$ cat src/rtl/dlf_pkg.sv
// Shared types and helpers for the digest length formatter.
// Assumes a 32-bit word; every other width is derived from it.
package dlf_pkg;
    localparam int unsigned WORD_W = 32;
    localparam int unsigned OUT_W  = 4 * WORD_W;

    typedef enum logic [1:0] {
        MODE_W64   = 2'b00,
        MODE_W18   = 2'b01,
        MODE_ROT   = 2'b10,
        MODE_ADDMUL = 2'b11
    } mode_e;

    localparam logic [1:0] LEN_64  = 2'd0;
    localparam logic [1:0] LEN_18  = 2'd1;
    localparam logic [1:0] LEN_128 = 2'd2;

    // Circular left rotation of one word by a fixed amount.
    function automatic logic [WORD_W-1:0] rotl(input logic [WORD_W-1:0] x,
                                               input int unsigned s);
        return (x << s) | (x >> (WORD_W - s));
    endfunction
endpackage

$ cat src/rtl/dlf_seq_mul.sv
// Sequential shift-and-add multiplier, one multiplier bit per cycle.
// Assumes go is sampled only while the unit is idle; the product keeps the
// low W bits and is valid in the cycle ready_o is high.
module dlf_seq_mul #(
    parameter int unsigned W = 32
) (
    input  logic         clk,
    input  logic         rst_n,
    input  logic         go_i,
    input  logic [W-1:0] a_i,
    input  logic [W-1:0] b_i,
    output logic [W-1:0] prod_o,
    output logic         ready_o
);
    localparam int unsigned CW = $clog2(W + 1);

    logic [W-1:0]  mcand_q, mplier_q, acc_q;
    logic [CW-1:0] cnt_q;
    logic          busy_q, ready_q;

    // Load operands on go, then add and shift once per cycle for W cycles.
    always_ff @(posedge clk) begin
        if (!rst_n) begin
            mcand_q  <= '0;
            mplier_q <= '0;
            acc_q    <= '0;
            cnt_q    <= '0;
            busy_q   <= 1'b0;
            ready_q  <= 1'b0;
        end else begin
            ready_q <= 1'b0;
            if (go_i && !busy_q) begin
                mcand_q  <= a_i;
                mplier_q <= b_i;
                acc_q    <= '0;
                cnt_q    <= CW'(W);
                busy_q   <= 1'b1;
            end else if (busy_q) begin
                if (mplier_q[0]) acc_q <= acc_q + mcand_q;
                mcand_q  <= mcand_q << 1;
                mplier_q <= mplier_q >> 1;
                cnt_q    <= cnt_q - CW'(1);
                if (cnt_q == CW'(1)) begin
                    busy_q  <= 1'b0;
                    ready_q <= 1'b1;
                end
            end
        end
    end

    assign prod_o  = acc_q;
    assign ready_o = ready_q;

    AST_MUL_ONE_SHOT: assert property (@(posedge clk) disable iff (!rst_n)
        ready_q |=> !ready_q);
    AST_MUL_IDLE_AT_READY: assert property (@(posedge clk) disable iff (!rst_n)
        ready_q |-> !busy_q);
endmodule

$ cat src/rtl/dlf_decimate.sv
// Trims TRIM bits from each end of the input, then keeps the first bit of
// every STEP-bit group counted from the most significant end.
// Purely combinational; assumes IN_W > 2*TRIM.
module dlf_decimate #(
    parameter int unsigned IN_W = 64,
    parameter int unsigned TRIM = 6,
    parameter int unsigned STEP = 3,
    localparam int unsigned KEEP_W = IN_W - 2 * TRIM,
    localparam int unsigned DEC_W  = (KEEP_W + STEP - 1) / STEP
) (
    input  logic [IN_W-1:0]  din_i,
    output logic [DEC_W-1:0] dout_o
);
    // One wire per kept bit, MSB of the result from the top of the window.
    for (genvar k = 0; k < DEC_W; k++) begin : g_pick
        assign dout_o[DEC_W-1-k] = din_i[IN_W-1-TRIM-STEP*k];
    end
endmodule

$ cat src/rtl/dlf_assemble.sv
// Builds the registered-side result word and length code from the captured
// words and the two finished products. Combinational; assumes the products
// correspond to the captured words when the caller samples the result.
module dlf_assemble
    import dlf_pkg::*;
#(
    parameter int unsigned ROT_SUM  = 5,
    parameter int unsigned ROT_PROD = 10,
    parameter int unsigned ROT_W1   = 7,
    parameter int unsigned ROT_W2   = 10,
    parameter int unsigned ROT_W3   = 15,
    parameter int unsigned ROT_W4   = 5,
    parameter int unsigned TRIM     = 6,
    parameter int unsigned STEP     = 3
) (
    input  mode_e             mode_i,
    input  logic [WORD_W-1:0] w1_i,
    input  logic [WORD_W-1:0] w2_i,
    input  logic [WORD_W-1:0] w3_i,
    input  logic [WORD_W-1:0] w4_i,
    input  logic [WORD_W-1:0] prod24_i,
    input  logic [WORD_W-1:0] prod13_i,
    output logic [OUT_W-1:0]  digest_o,
    output logic [1:0]        len_o
);
    localparam int unsigned H_W   = 2 * WORD_W;
    localparam int unsigned DEC_W = (H_W - 2 * TRIM + STEP - 1) / STEP;

    logic [WORD_W-1:0] sum13, sum24;
    logic [H_W-1:0]    h64;
    logic [DEC_W-1:0]  h_dec;

    assign sum13 = w1_i + w3_i;
    assign sum24 = w2_i + w4_i;
    assign h64   = {rotl(sum13, ROT_SUM), rotl(prod24_i, ROT_PROD)};

    dlf_decimate #(.IN_W(H_W), .TRIM(TRIM), .STEP(STEP)) u_dec (
        .din_i  (h64),
        .dout_o (h_dec)
    );

    // Select the recipe and its length code.
    always_comb begin
        digest_o = '0;
        len_o    = LEN_128;
        unique case (mode_i)
            MODE_W64: begin
                digest_o = {{(OUT_W-H_W){1'b0}}, h64};
                len_o    = LEN_64;
            end
            MODE_W18: begin
                digest_o = {{(OUT_W-DEC_W){1'b0}}, h_dec};
                len_o    = LEN_18;
            end
            MODE_ROT: begin
                digest_o = {rotl(w1_i, ROT_W1), rotl(w2_i, ROT_W2),
                            rotl(w3_i, ROT_W3), rotl(w4_i, ROT_W4)};
            end
            default: begin
                digest_o = {h64, rotl(sum24, ROT_SUM), rotl(prod13_i, ROT_PROD)};
            end
        endcase
    end

    always_comb begin
        AST_NARROW_FITS: assert (len_o != LEN_18 || digest_o[OUT_W-1:DEC_W] == '0);
    end
endmodule

$ cat src/rtl/digest_len_fmt.sv
// Top level: accepts a request when idle, runs two multipliers in lock-step,
// registers the assembled result and pulses done for one cycle.
// Assumes a synchronous active-low reset; start is ignored while busy.
module digest_len_fmt
    import dlf_pkg::*;
(
    input  logic          clk,
    input  logic          rst_n,
    input  logic          start_i,
    input  logic [1:0]    mode_i,
    input  logic [31:0]   word1_i,
    input  logic [31:0]   word2_i,
    input  logic [31:0]   word3_i,
    input  logic [31:0]   word4_i,
    output logic          done_o,
    output logic [127:0]  digest_o,
    output logic [1:0]    len_code_o
);
    localparam int unsigned LANES = 2;

    typedef enum logic { ST_IDLE = 1'b0, ST_BUSY = 1'b1 } state_e;

    state_e            state_q;
    mode_e             mode_q;
    logic [WORD_W-1:0] op_q [4];
    logic [OUT_W-1:0]  digest_q, digest_d;
    logic [1:0]        len_q, len_d;
    logic              done_q;
    logic              accept;

    logic [WORD_W-1:0] mul_a [LANES];
    logic [WORD_W-1:0] mul_b [LANES];
    logic [WORD_W-1:0] mul_p [LANES];
    logic [LANES-1:0]  mul_rdy;

    assign accept = start_i && (state_q == ST_IDLE);

    // Lane 0 forms W2*W4, lane 1 forms W1*W3, operands straight from the pins.
    assign mul_a[0] = word2_i;
    assign mul_b[0] = word4_i;
    assign mul_a[1] = word1_i;
    assign mul_b[1] = word3_i;

    for (genvar l = 0; l < LANES; l++) begin : g_lane
        dlf_seq_mul #(.W(WORD_W)) u_mul (
            .clk     (clk),
            .rst_n   (rst_n),
            .go_i    (accept),
            .a_i     (mul_a[l]),
            .b_i     (mul_b[l]),
            .prod_o  (mul_p[l]),
            .ready_o (mul_rdy[l])
        );
    end

    dlf_assemble u_asm (
        .mode_i   (mode_q),
        .w1_i     (op_q[0]),
        .w2_i     (op_q[1]),
        .w3_i     (op_q[2]),
        .w4_i     (op_q[3]),
        .prod24_i (mul_p[0]),
        .prod13_i (mul_p[1]),
        .digest_o (digest_d),
        .len_o    (len_d)
    );

    // Capture the request, track busy, and register the finished result.
    always_ff @(posedge clk) begin
        if (!rst_n) begin
            state_q  <= ST_IDLE;
            mode_q   <= MODE_W64;
            op_q     <= '{default: '0};
            digest_q <= '0;
            len_q    <= LEN_64;
            done_q   <= 1'b0;
        end else begin
            done_q <= 1'b0;
            if (accept) begin
                state_q <= ST_BUSY;
                mode_q  <= mode_e'(mode_i);
                op_q[0] <= word1_i;
                op_q[1] <= word2_i;
                op_q[2] <= word3_i;
                op_q[3] <= word4_i;
            end else if (state_q == ST_BUSY && mul_rdy[0]) begin
                state_q  <= ST_IDLE;
                digest_q <= digest_d;
                len_q    <= len_d;
                done_q   <= 1'b1;
            end
        end
    end

    assign done_o     = done_q;
    assign digest_o   = digest_q;
    assign len_code_o = len_q;

    AST_DONE_PULSE: assert property (@(posedge clk) disable iff (!rst_n)
        done_q |=> !done_q);
    AST_RESULT_HOLD: assert property (@(posedge clk) disable iff (!rst_n)
        !done_q |-> ($stable(digest_q) && $stable(len_q)));
    AST_BUSY_IGNORE: assert property (@(posedge clk) disable iff (!rst_n)
        (state_q == ST_BUSY && start_i) |=> ($stable(op_q[0]) && $stable(op_q[3]) && $stable(mode_q)));
    AST_BACK_TO_BACK: assert property (@(posedge clk) disable iff (!rst_n)
        (done_q && start_i) |=> (state_q == ST_BUSY));
    AST_W64_UPPER_ZERO: assert property (@(posedge clk) disable iff (!rst_n)
        (done_q && len_q == LEN_64) |-> (digest_q[127:64] == '0));
    AST_LANES_TOGETHER: assert property (@(posedge clk) disable iff (!rst_n)
        mul_rdy[0] |-> (state_q == ST_BUSY));
endmodule

$ cat config.mk
export PLATFORM = sky130hd
export DESIGN_NAME = digest_len_fmt
export DESIGN_NICKNAME = d
export VERILOG_FILES = /design/src/rtl/dlf_pkg.sv /design/src/rtl/dlf_seq_mul.sv /design/src/rtl/dlf_decimate.sv /design/src/rtl/dlf_assemble.sv /design/src/rtl/digest_len_fmt.sv
export SDC_FILE = /design/constraint.sdc
export NUM_CORES = 1
export LEC_CHECK = 0
export BUFFER_PORTS_ARGS = -buffer_cell sky130_fd_sc_hd__buf_2
export CORE_ASPECT_RATIO = 1.4
export CORE_MARGIN = 10
export CORE_UTILIZATION = 40
export DETAILED_ROUTE_END_ITERATION = 10
export HOLD_SLACK_MARGIN = 0.05
export PLACE_DENSITY_LB_ADDON = 0.2
export SYNTH_ARGS = -nofsm -noshare
export SYNTH_HDL_FRONTEND = slang
export SYNTH_SLANG_ARGS = --single-unit
$ cat constraint.sdc
create_clock -name clk -period 7.85 [get_ports clk]
set_clock_uncertainty 0.05 [all_clocks]
set_input_delay 0.3925 -clock clk [delete_from_list [all_inputs] [get_ports clk]]
set_output_delay 0.3925 -clock clk [all_outputs]
set_load 0.01 [all_outputs]
Word-level counts from Yosys, hierarchy flattened
Index checks and enable logic that the tools add are counted.
{"block": "classes", "addsub": 6, "muxes": 24, "eq_ne": 4, "reduce_logical": 17, "n_bitwise": 12}
{"cell": "$pmux 128 s3", "count": 1}
{"cell": "$mux 32", "count": 8}
{"cell": "$add 32x32->32", "count": 4}
{"cell": "$or 32x10->32", "count": 3}
{"cell": "$or 32x5->32", "count": 3}
{"cell": "$or 32x15->32", "count": 1}
{"cell": "$or 32x7->32", "count": 1}
{"cell": "$mux 6", "count": 4}
{"cell": "$eq 6x1->1 const B", "count": 2}
{"cell": "$sub 6x1->6 const B", "count": 2}
{"cell": "$mux 1", "count": 10}
{"cell": "$reduce_and 2->1", "count": 3}
{"cell": "$reduce_bool 2->1", "count": 3}
{"cell": "$reduce_or 2->1", "count": 3}
{"cell": "$logic_and 1x1->1", "count": 4}
{"cell": "$not 1->1", "count": 4}
{"cell": "$pmux 2 s2", "count": 1}
{"cell": "$reduce_or 3->1", "count": 1}
{"cell": "$eq 2x1->1 const B", "count": 1}
{"cell": "$eq 2x2->1 const B", "count": 1}
{"cell": "$logic_not 1->1", "count": 2}
{"cell": "$logic_not 2->1", "count": 1}
{"block": "word_totals", "ff_bits": 469}

Logic depth before layout (Yosys ltp)
Gate-level depths: netlist of run 1.
{"block": "depth", "ltp_word": 4, "mapped_depth": 13}

Cells and area by module
A second synthesis of run 1 with hierarchy kept.
{"block": "hier_totals", "hier_cells": 3337, "area_unflattened_um2": 28192.0}
{"mod": "dlf_seq_mul", "cells_per_inst": 690, "area_each_um2": 6023.3, "seq_area_each_um2": 2082.0, "instances": 2}
{"mod": "digest_len_fmt", "cells_per_inst": 1164, "area_each_um2": 10213.5, "seq_area_each_um2": 5245.0, "instances": 1}
{"mod": "dlf_assemble", "cells_per_inst": 775, "area_each_um2": 5796.8, "seq_area_each_um2": 0.0, "instances": 1}
{"mod": "dlf_decimate", "cells_per_inst": 18, "area_each_um2": 135.1, "seq_area_each_um2": 0.0, "instances": 1}

Worst setup path after synthesis of run 1
OpenSTA, ideal clock, no wires.
{"block": "synth_timing", "path_kind": "register to register", "startpoint": "register op_q[0] in the netlist's numbering", "endpoint": "register digest_q[33] (netlist: digest_o[33])", "required_time_ns": 7.668, "t_arrival_ns": 2.787, "path_slack_ns": 4.880, "synth_period_minus_slack_ns": 2.970, "stages_incl_launch_ff": 13, "cell_sequence": "dfxtp_1 > ha_1 > fa_1 > a211oi_1 > nor2_1 > o311ai_0 > a21o_1 > and2_1 > o21ai_0 > a311oi_1 > xnor2_1 > a221oi_2 > a21oi_1"}
{"block": "synth_via", "elab_chain_cells": 3}
{"item": "start: declaration", "line_no": "digest_len_fmt.sv:25", "rtl": "logic [WORD_W-1:0] op_q [4];"}
{"item": "$add 32x32->32", "line_no": "dlf_assemble.sv:34", "rtl": "assign sum24 = w2_i + w4_i;"}
{"item": "$or 32x5->32", "line_no": "dlf_pkg.sv:21", "rtl": "return (x << s) | (x >> (WORD_W - s));"}
{"item": "$pmux 128 s3", "line_no": "dlf_assemble.sv:46", "rtl": "unique case (mode_i)"}
{"item": "end signal: assignment", "line_no": "digest_len_fmt.sv:88", "rtl": "digest_q <= digest_d;"}
{"item": "end: declaration", "line_no": "digest_len_fmt.sv:26", "rtl": "logic [OUT_W-1:0] digest_q, digest_d;"}
No other way between the ends.
A chain may end at the register's enable or synchronous reset.

Worst setup path in the final report of run 1
{"block": "layout_timing", "startpoint": "register g_lane[1].u_mul.mcand_q[0]", "endpoint": "register g_lane[1].u_mul.acc_q[24]"}
{"block": "layout_via", "elab_chain_cells": 1}
{"item": "start: declaration", "line_no": "dlf_seq_mul.sv:17", "rtl": "logic [W-1:0] mcand_q, mplier_q, acc_q;"}
{"item": "start signal: assignment", "line_no": "dlf_seq_mul.sv:33", "rtl": "mcand_q <= a_i;"}
{"item": "start signal: assignment", "line_no": "dlf_seq_mul.sv:40", "rtl": "mcand_q <= mcand_q << 1;"}
{"item": "$add 32x32->32", "line_no": "dlf_seq_mul.sv:39", "rtl": "if (mplier_q[0]) acc_q <= acc_q + mcand_q;"}
{"item": "end signal: assignment", "line_no": "dlf_seq_mul.sv:39"}
{"item": "end: declaration", "line_no": "dlf_seq_mul.sv:17"}
No other way between the ends.

==> flow_summary.json, run 1 <==
{
  "netlist_instances": 3176,
  "finalNonFillerCells": 4231,
  "core_area_um2": 61750,
  "dp_worst_setup_slack_ps": 4348,
  "post-cts-setup-buffers": 0,
  "worstSetupStartpointType": "flop",
  "cp.required_ps": 8340,
  "syn_avg_cell_area_um2": 7.816,
  "grt_pass1_wl_mm": 146.1,
  "clock_path_buffers": 3,
  "htree_levels": 2,
  "yosysSeqAreaShare_pct": 37.82,
  "fp-row-count": 108,
  "ff_latch_area_um2": 9402,
  "vias_per_cell": 5.691,
  "cts.sinks": 469,
  "p_per_area_nw_per_um2": 195.6,
  "grt_max_degree": 169,
  "setup_tns_ps": 0,
  "drv_slew": 0,
  "ys_types": 72,
  "syn_area_um2": 24820,
  "multi_input_area_um2": 14520,
  "initial_core_util_pct": 40.20,
  "drt_iter0_drc": 1760,
  "setup_slack_ps": 4294,
  "crit_type": "reg -> reg",
  "overflow": 0,
  "worst_slew_pin_slew_ps": 1132,
  "synth_seq_cells": 469,
  "ys.flop_type": "dfxtp_1",
  "io_buffers": 263,
  "dr.pass1.iters": 6,
  "drcViolationCount": 0,
  "num_io_pins": 264,
  "dieArea_um2": 72560,
  "crit_fanout": 5,
  "yosys_warnings": 0,
  "wl_mm": 99.11,
  "clock-root-buffer": "clkbuf_16",
  "syn_nets": 3441,
  "die_x_um": 230.5,
  "die_y_um": 314.8,
  "wl_per_cell_um": 23.43,
  "rsz0062_at_grt": "false",
  "dp_hpwl_mm": 75.33,
  "clk_pin_slew_ps": 70,
  "synthArstFlopShare_pct": 0,
  "slew_headroom_pct": 24.54,
  "cp_data_arrival_time_ps": 4040,
  "ir_worst_vdd_mv": 0.1517,
  "final-setup-viol-count": 0,
  "period_needed_ps": 3556,
  "fmax_mhz": 281.2,
  "final_core_util_pct": 46.70,
  "cts_hold_buf": 59,
  "crit_path_end_kind": "flop",
  "numCtsBuffers": 49,
  "antenna_found_initial": 2,
  "clkLatencyLatePin_ps": 600,
  "synth_edf_count": 0,
  "p_leak_uw": 0.01199,
  "hp-class": "in -> reg",
  "drive_above_1_share_pct": 13.66,
  "fillers": 6360,
  "finalHoldViolCount": 0,
  "cap_viol_max_count": 0,
  "ant_nets": 0,
  "post-route-period-util_pct": 45.30,
  "areaGrowthSynthToFinish_pct": 16.18,
  "layout.nets": 3638,
  "place_congestion": 1.012,
  "dp.cells": 4088,
  "vias": 24080,
  "grt_pass1_vias": 23100,
  "ctsResizeCount": 0,
  "whs_ps": 67.05,
  "grt_usage_pct": 26.29,
  "cts_tree": "done",
  "outcome": "finished clean"
}
registers in the layout, indices dropped and copies added (netlist names):
register / cells
mode_q: 2
g_lane.u_mul.prod_o: 64
done_o: 1
g_lane.u_mul.mplier_q: 64
g_lane.u_mul.busy_q: 2
g_lane.u_mul.mcand_q: 64
g_lane.u_mul.cnt_q: 12
op_q: 128
state_q: 1
len_code_o: 2
g_lane.u_mul.ready_o: 1
digest_o: 128
cell usage after synthesis, types with 35 or more instances:
| cell type | count | area (um2) |
|---|---|---|
| a21oi_1 | 561 | 2808 |
| ha_1 | 128 | 1602 |
| a21o_1 | 63 | 473.0 |
| nand3_1 | 44 | 220.2 |
| dfxtp_1 | 469 | 9389 |
| mux2i_1 | 40 | 400.4 |
| nor3_1 | 73 | 365.4 |
| inv_1 | 48 | 180.2 |
| clkbuf_1 | 181 | 679.4 |
| xnor2_1 | 63 | 551.8 |
| mux2_2 | 54 | 608.1 |
| nand2_1 | 571 | 2143 |
| o21ai_0 | 103 | 515.5 |
| xor2_1 | 35 | 306.5 |
| nor2_1 | 325 | 1220 |
| a22oi_1 | 48 | 360.4 |
metal layers:
metal	wire length (um)	global-route usage [%]	vias up
met4	6873	16.44	4
li1	-	-	11590
met3	5822	4.102	227
met5	22	0	-
met2	47750	45.06	861
met1	38640	30.25	11400
kinds of logic after synthesis:
group	count (synthesis)	share of synthesized area (%)
flops	469	37.82
simple gates	1130	19.11
fa+ha+maj	132	6.774
buf+inv	252	3.841
xor+xnor	98	3.458
mux	108	5.333
compound gates	987	23.66
stage by stage:
step	instance area [um2]	power, uW
after floorplan	24820	3065
after global placement	26680	3338
after detailed placement	26680	3338
after CTS	28840	5673
after global routing	28840	5842
final	28840	5641
cells in the final DEF, fill, tap and decap left out, types with 14 or more instances in the layout:
cell           netlist  routed
a211oi_1            33      33
a31oi_1             27      27
dlygate4sd3_1        0      59
ha_1               128     128
a21oi_1            561     561
buf_4                0      27
nor2_1             325     324
nand2_1            571     570
a311oi_1            17      17
mux4_2              14      14
buf_2                0     263
nor3_1              73      73
inv_1               48      47
o21ai_0            103     102
mux2i_1             40      40
mux2_2              54      54
clkbuf_16            0      52
a22oi_1             48      48
xor2_1              35      35
xnor2_1             63      63
nand3_1             44      44
a221oi_1            20      20
o21a_1              22      22
nand2b_1            22      21
dfxtp_1            469     465
a21o_1              63      63
layout make-up:
| type | count | area share (%) |
|---|---|---|
| multi-input combinational | 2455 | 50.35 |
| sequential | 469 | 32.60 |
| timing repair buffer | 350 | 7.384 |
| clock buffer | 66 | 4.972 |
| tap | 825 | 3.579 |
| inverter | 48 | 0.6508 |
| clock inverter | 17 | 0.4599 |
| antenna | 1 | 0.008677 |
worst max-delay path, cell delays in order, from the launching register on:
cell      delay [ps]
dfxtp_1          350
ha_1             210
inv_1             70
fa_1             430
nor2b_1          170
o21ai_1          100
a21boi_0         310
o211ai_1         160
a21oi_1          240
o311ai_0         190
o21ai_1          460
a41oi_1          230
or4_1            440
nand3_1           90
report_power, final:
| group | switching (uW) | internal (uW) |
|---|---|---|
| sequential | 115 | 2470 |
| clock | 1010 | 1310 |
| combinational | 476 | 261 |
| total | 1600 | 4040 |
worst paths after layout:
path | start | to | slack (ps) | depth (start not counted)
worst min-delay path | word1_i[19] | op_q[115] | 70 | 3
worst min register to register | digest_o[127] | digest_o[127] | 400 | 2
worst max-delay path | g_lane[1].u_mul.mcand_q[0] | g_lane[1].u_mul.prod_o[24] | 4290 | 13
worst max register to register | g_lane[1].u_mul.mcand_q[0] | g_lane[1].u_mul.prod_o[24] | 4290 | 13
No activity file was read; power rests on OpenSTA's default activity.
==> run 2, diff against run 1 <==
Settings changed: ABC_AREA set to 1.
Clock period 7.85 ns to 3.7 ns, I/O delays scaled along.
==> flow_summary.json, run 2 <==
{
  "outcome": "finished clean",
  "post-route-period-util_pct": 81.13,
  "cts.sinks": 469,
  "synth_seq_cells": 469,
  "grt_pass1_vias": 28940,
  "areaGrowthSynthToFinish_pct": 17.04,
  "crit_fanout": 86,
  "r2r-start": "mode_q[0]",
  "cp_cell_sequence": "nand2_2 > clkinv_2 > buf_12 > a221oi_1 > nand2_1 > nand2_1 > nand2_1",
  "cp.required_ps": 4160,
  "cp_data_arrival_time_ps": 3460,
  "fp-row-count": 115,
  "syn_avg_cell_area_um2": 6.330,
  "cap_viol_max_count": 0,
  "grt_usage_pct": 29.54,
  "fmax_mhz": 333.1,
  "cp_common_cell": "nand2_1",
  "drive_above_1_share_pct": 9.491,
  "antenna_cells": 0,
  "path_buf_inv": 2,
  "netlist_instances": 4473,
  "setup_tns_ps": 0,
  "htree_levels": 2,
  "yosysSeqAreaShare_pct": 33.16,
  "die_x_um": 244.9,
  "slew_headroom_pct": 30.60,
  "numCtsBuffers": 49,
  "period_needed_ps": 3002,
  "hold_depth": 3,
  "drt_iter0_drc": 2590,
  "core_area_um2": 70220,
  "multi_input_area_um2": 15290,
  "reg2reg_to": "digest_o[17]",
  "layout.nets": 5025,
  "ff_latch_area_um2": 9392,
  "timing.critical_path.slowest_stage_cell": "nand2_2",
  "fillers": 7538,
  "p_leak_uw": 0.01660,
  "hp-start": "start_i",
  "synth_edf_count": 0,
  "clk_pin_slew_ps": 60,
  "whs_ps": 336.7,
  "cp_top_family": "simple AND/OR/NAND/NOR gates",
  "final-setup-viol-count": 0,
  "synthArstFlopShare_pct": 0,
  "vias_per_cell": 5.287,
  "slowest_delay_ps": 740,
  "synth_commonest_cells": "nand2_1, inv_1, dfxtp_1",
  "wl_per_cell_um": 21.82,
  "overflow": 0,
  "hp-class": "in -> reg",
  "p_per_area_nw_per_um2": 377.7,
  "grt_max_degree": 219,
  "synth_top_area_cell": "dfxtp_1",
  "clock-root-buffer": "clkbuf_16",
  "syn_area_um2": 28320,
  "final_cell_mix": "nand2_1, inv_1, dfxtp_1",
  "whs_endpoint": "state_q",
  "wl_mm": 125.1,
  "drv_slew": 0,
  "ir_worst_vdd_mv": 0.3283,
  "clock_path_buffers": 3,
  "r2r_cells": 7,
  "dr.pass1.iters": 6,
  "num_io_pins": 264,
  "yosysTopAreaCellShare_pct": 33.16,
  "initial_core_util_pct": 40.33,
  "grt_pass1_wl_mm": 184.9,
  "place_congestion": 1.005,
  "crit_path_end_kind": "flop",
  "worstSetupStartpointType": "flop",
  "dp_hpwl_mm": 98.16,
  "finalHoldViolCount": 0,
  "syn_nets": 4738,
  "yosys_warnings": 0,
  "dieArea_um2": 81980,
  "die_y_um": 334.8,
  "ys.flop_type": "dfxtp_1",
  "reg2reg_slack_ps": 700,
  "antenna_found_initial": 4,
  "synth_area_leaders": "dfxtp_1, nand2_1, inv_1",
  "cts_tree": "done",
  "clkLatencyLatePin_ps": 640,
  "final_common_cell": "nand2_1",
  "ys_types": 53,
  "vias": 30300,
  "worst_slew_pin_slew_ps": 1037,
  "synth.most_common_cell": "nand2_1",
  "ant_nets": 0,
  "crit_type": "reg -> reg",
  "drcViolationCount": 0,
  "io_buffers": 263,
  "rsz0062_at_grt": "false"
}
[run 2: cell count changes after synthesis, moves of 56 or more]
cell / change
a21oi_1: -266
o21ai_0: +124
inv_1: +661
nor2_1: +68
o22ai_1: +111
xnor2_1: -56
clkbuf_1: -102
nand2_1: +711
buf_2: +71
nand3_1: +146
o21ai_1: +115
[run 2: routing by layer]
layer	part of all wire (%)	vias to the layer above	global-route usage, %
li1	-	14850	-
met1	42	14170	36.28
met2	46	1044	49.04
met3	6.0	225	4.392
met4	5.8	8	15.78
met5	0.045	-	0
[run 2: cell families after synthesis]
kind of cell / after synthesis / share of synthesized area, %
compound gates: 912 / 17.93
flops: 469 / 33.16
buf+inv: 916 / 12.85
xor+xnor: 37 / 1.171
simple gates: 2007 / 28.95
fa+ha+maj: 132 / 5.939
[run 2: how the worst max path moves through the flow]
stage | start | endpoint | slack [ps] | cells after the start
floorplan | g_lane[1].u_mul.mcand_q[0] | g_lane[1].u_mul.prod_o[30] | 1710 | 15
global placement | mode_q[1] | digest_o[17] | 800 | 7
detailed placement | mode_q[0] | digest_o[17] | 850 | 7
CTS | mode_q[1] | digest_o[17] | 820 | 7
global route | mode_q[1] | digest_o[17] | 630 | 7
finish | mode_q[0] | digest_o[17] | 700 | 7
[run 2: worst reg2reg max path, stage by stage, from the launching register on]
cell and delay [ps]:
dfxtp_1 470, nand2_2 750, clkinv_2 210, buf_12 310
a221oi_1 670, nand2_1 250, nand2_1 130, nand2_1 60
[run 2: layout make-up]
| type | instances | area share (%) |
|---|---|---|
| Clock buffer | 64 | 4.051 |
| Clock inverter | 21 | 0.8117 |
| Tap cell | 936 | 3.534 |
| Timing Repair Buffer | 428 | 8.883 |
| Multi-Input combinational cell | 3088 | 46.14 |
| Sequential cell | 469 | 28.34 |
| Inverter | 724 | 8.241 |
[run 2: where the power goes]
group	internal [uW]	switching [uW]	leakage, uW
sequential	5260	246	0.00382
combinational	602	1220	0.0120
clock	2910	2270	0.000791
total	8770	3740	0.0166
[run 2: what timing repair did]
item / CTS / global route
hold endpoints to repair: 256 / 0
hold buffers: 133 / 0
endpoints found under the setup margin: 0 / 0
gates resized for setup: 0 / 0
setup buffers: 0 / 0
[run 2: stage by stage]
| stage | cell area, um2 | setup WS [ps] | cells | power (uW) | utilization [%] |
|---|---|---|---|---|---|
| detailed placement | 30200 | 849.4 | 5512 | 7289 | 43.01 |
| global route | 33140 | 625.0 | 5730 | 12950 | 47.20 |
| finish | 33140 | 698.1 | 5730 | 12520 | 47.20 |
| global placement | 30200 | 795.9 | 5512 | 7284 | 43.01 |
| floorplan | 28320 | 1706 | 4473 | 6625 | - |
| CTS | 33140 | 820.8 | 5730 | 12560 | 47.20 |
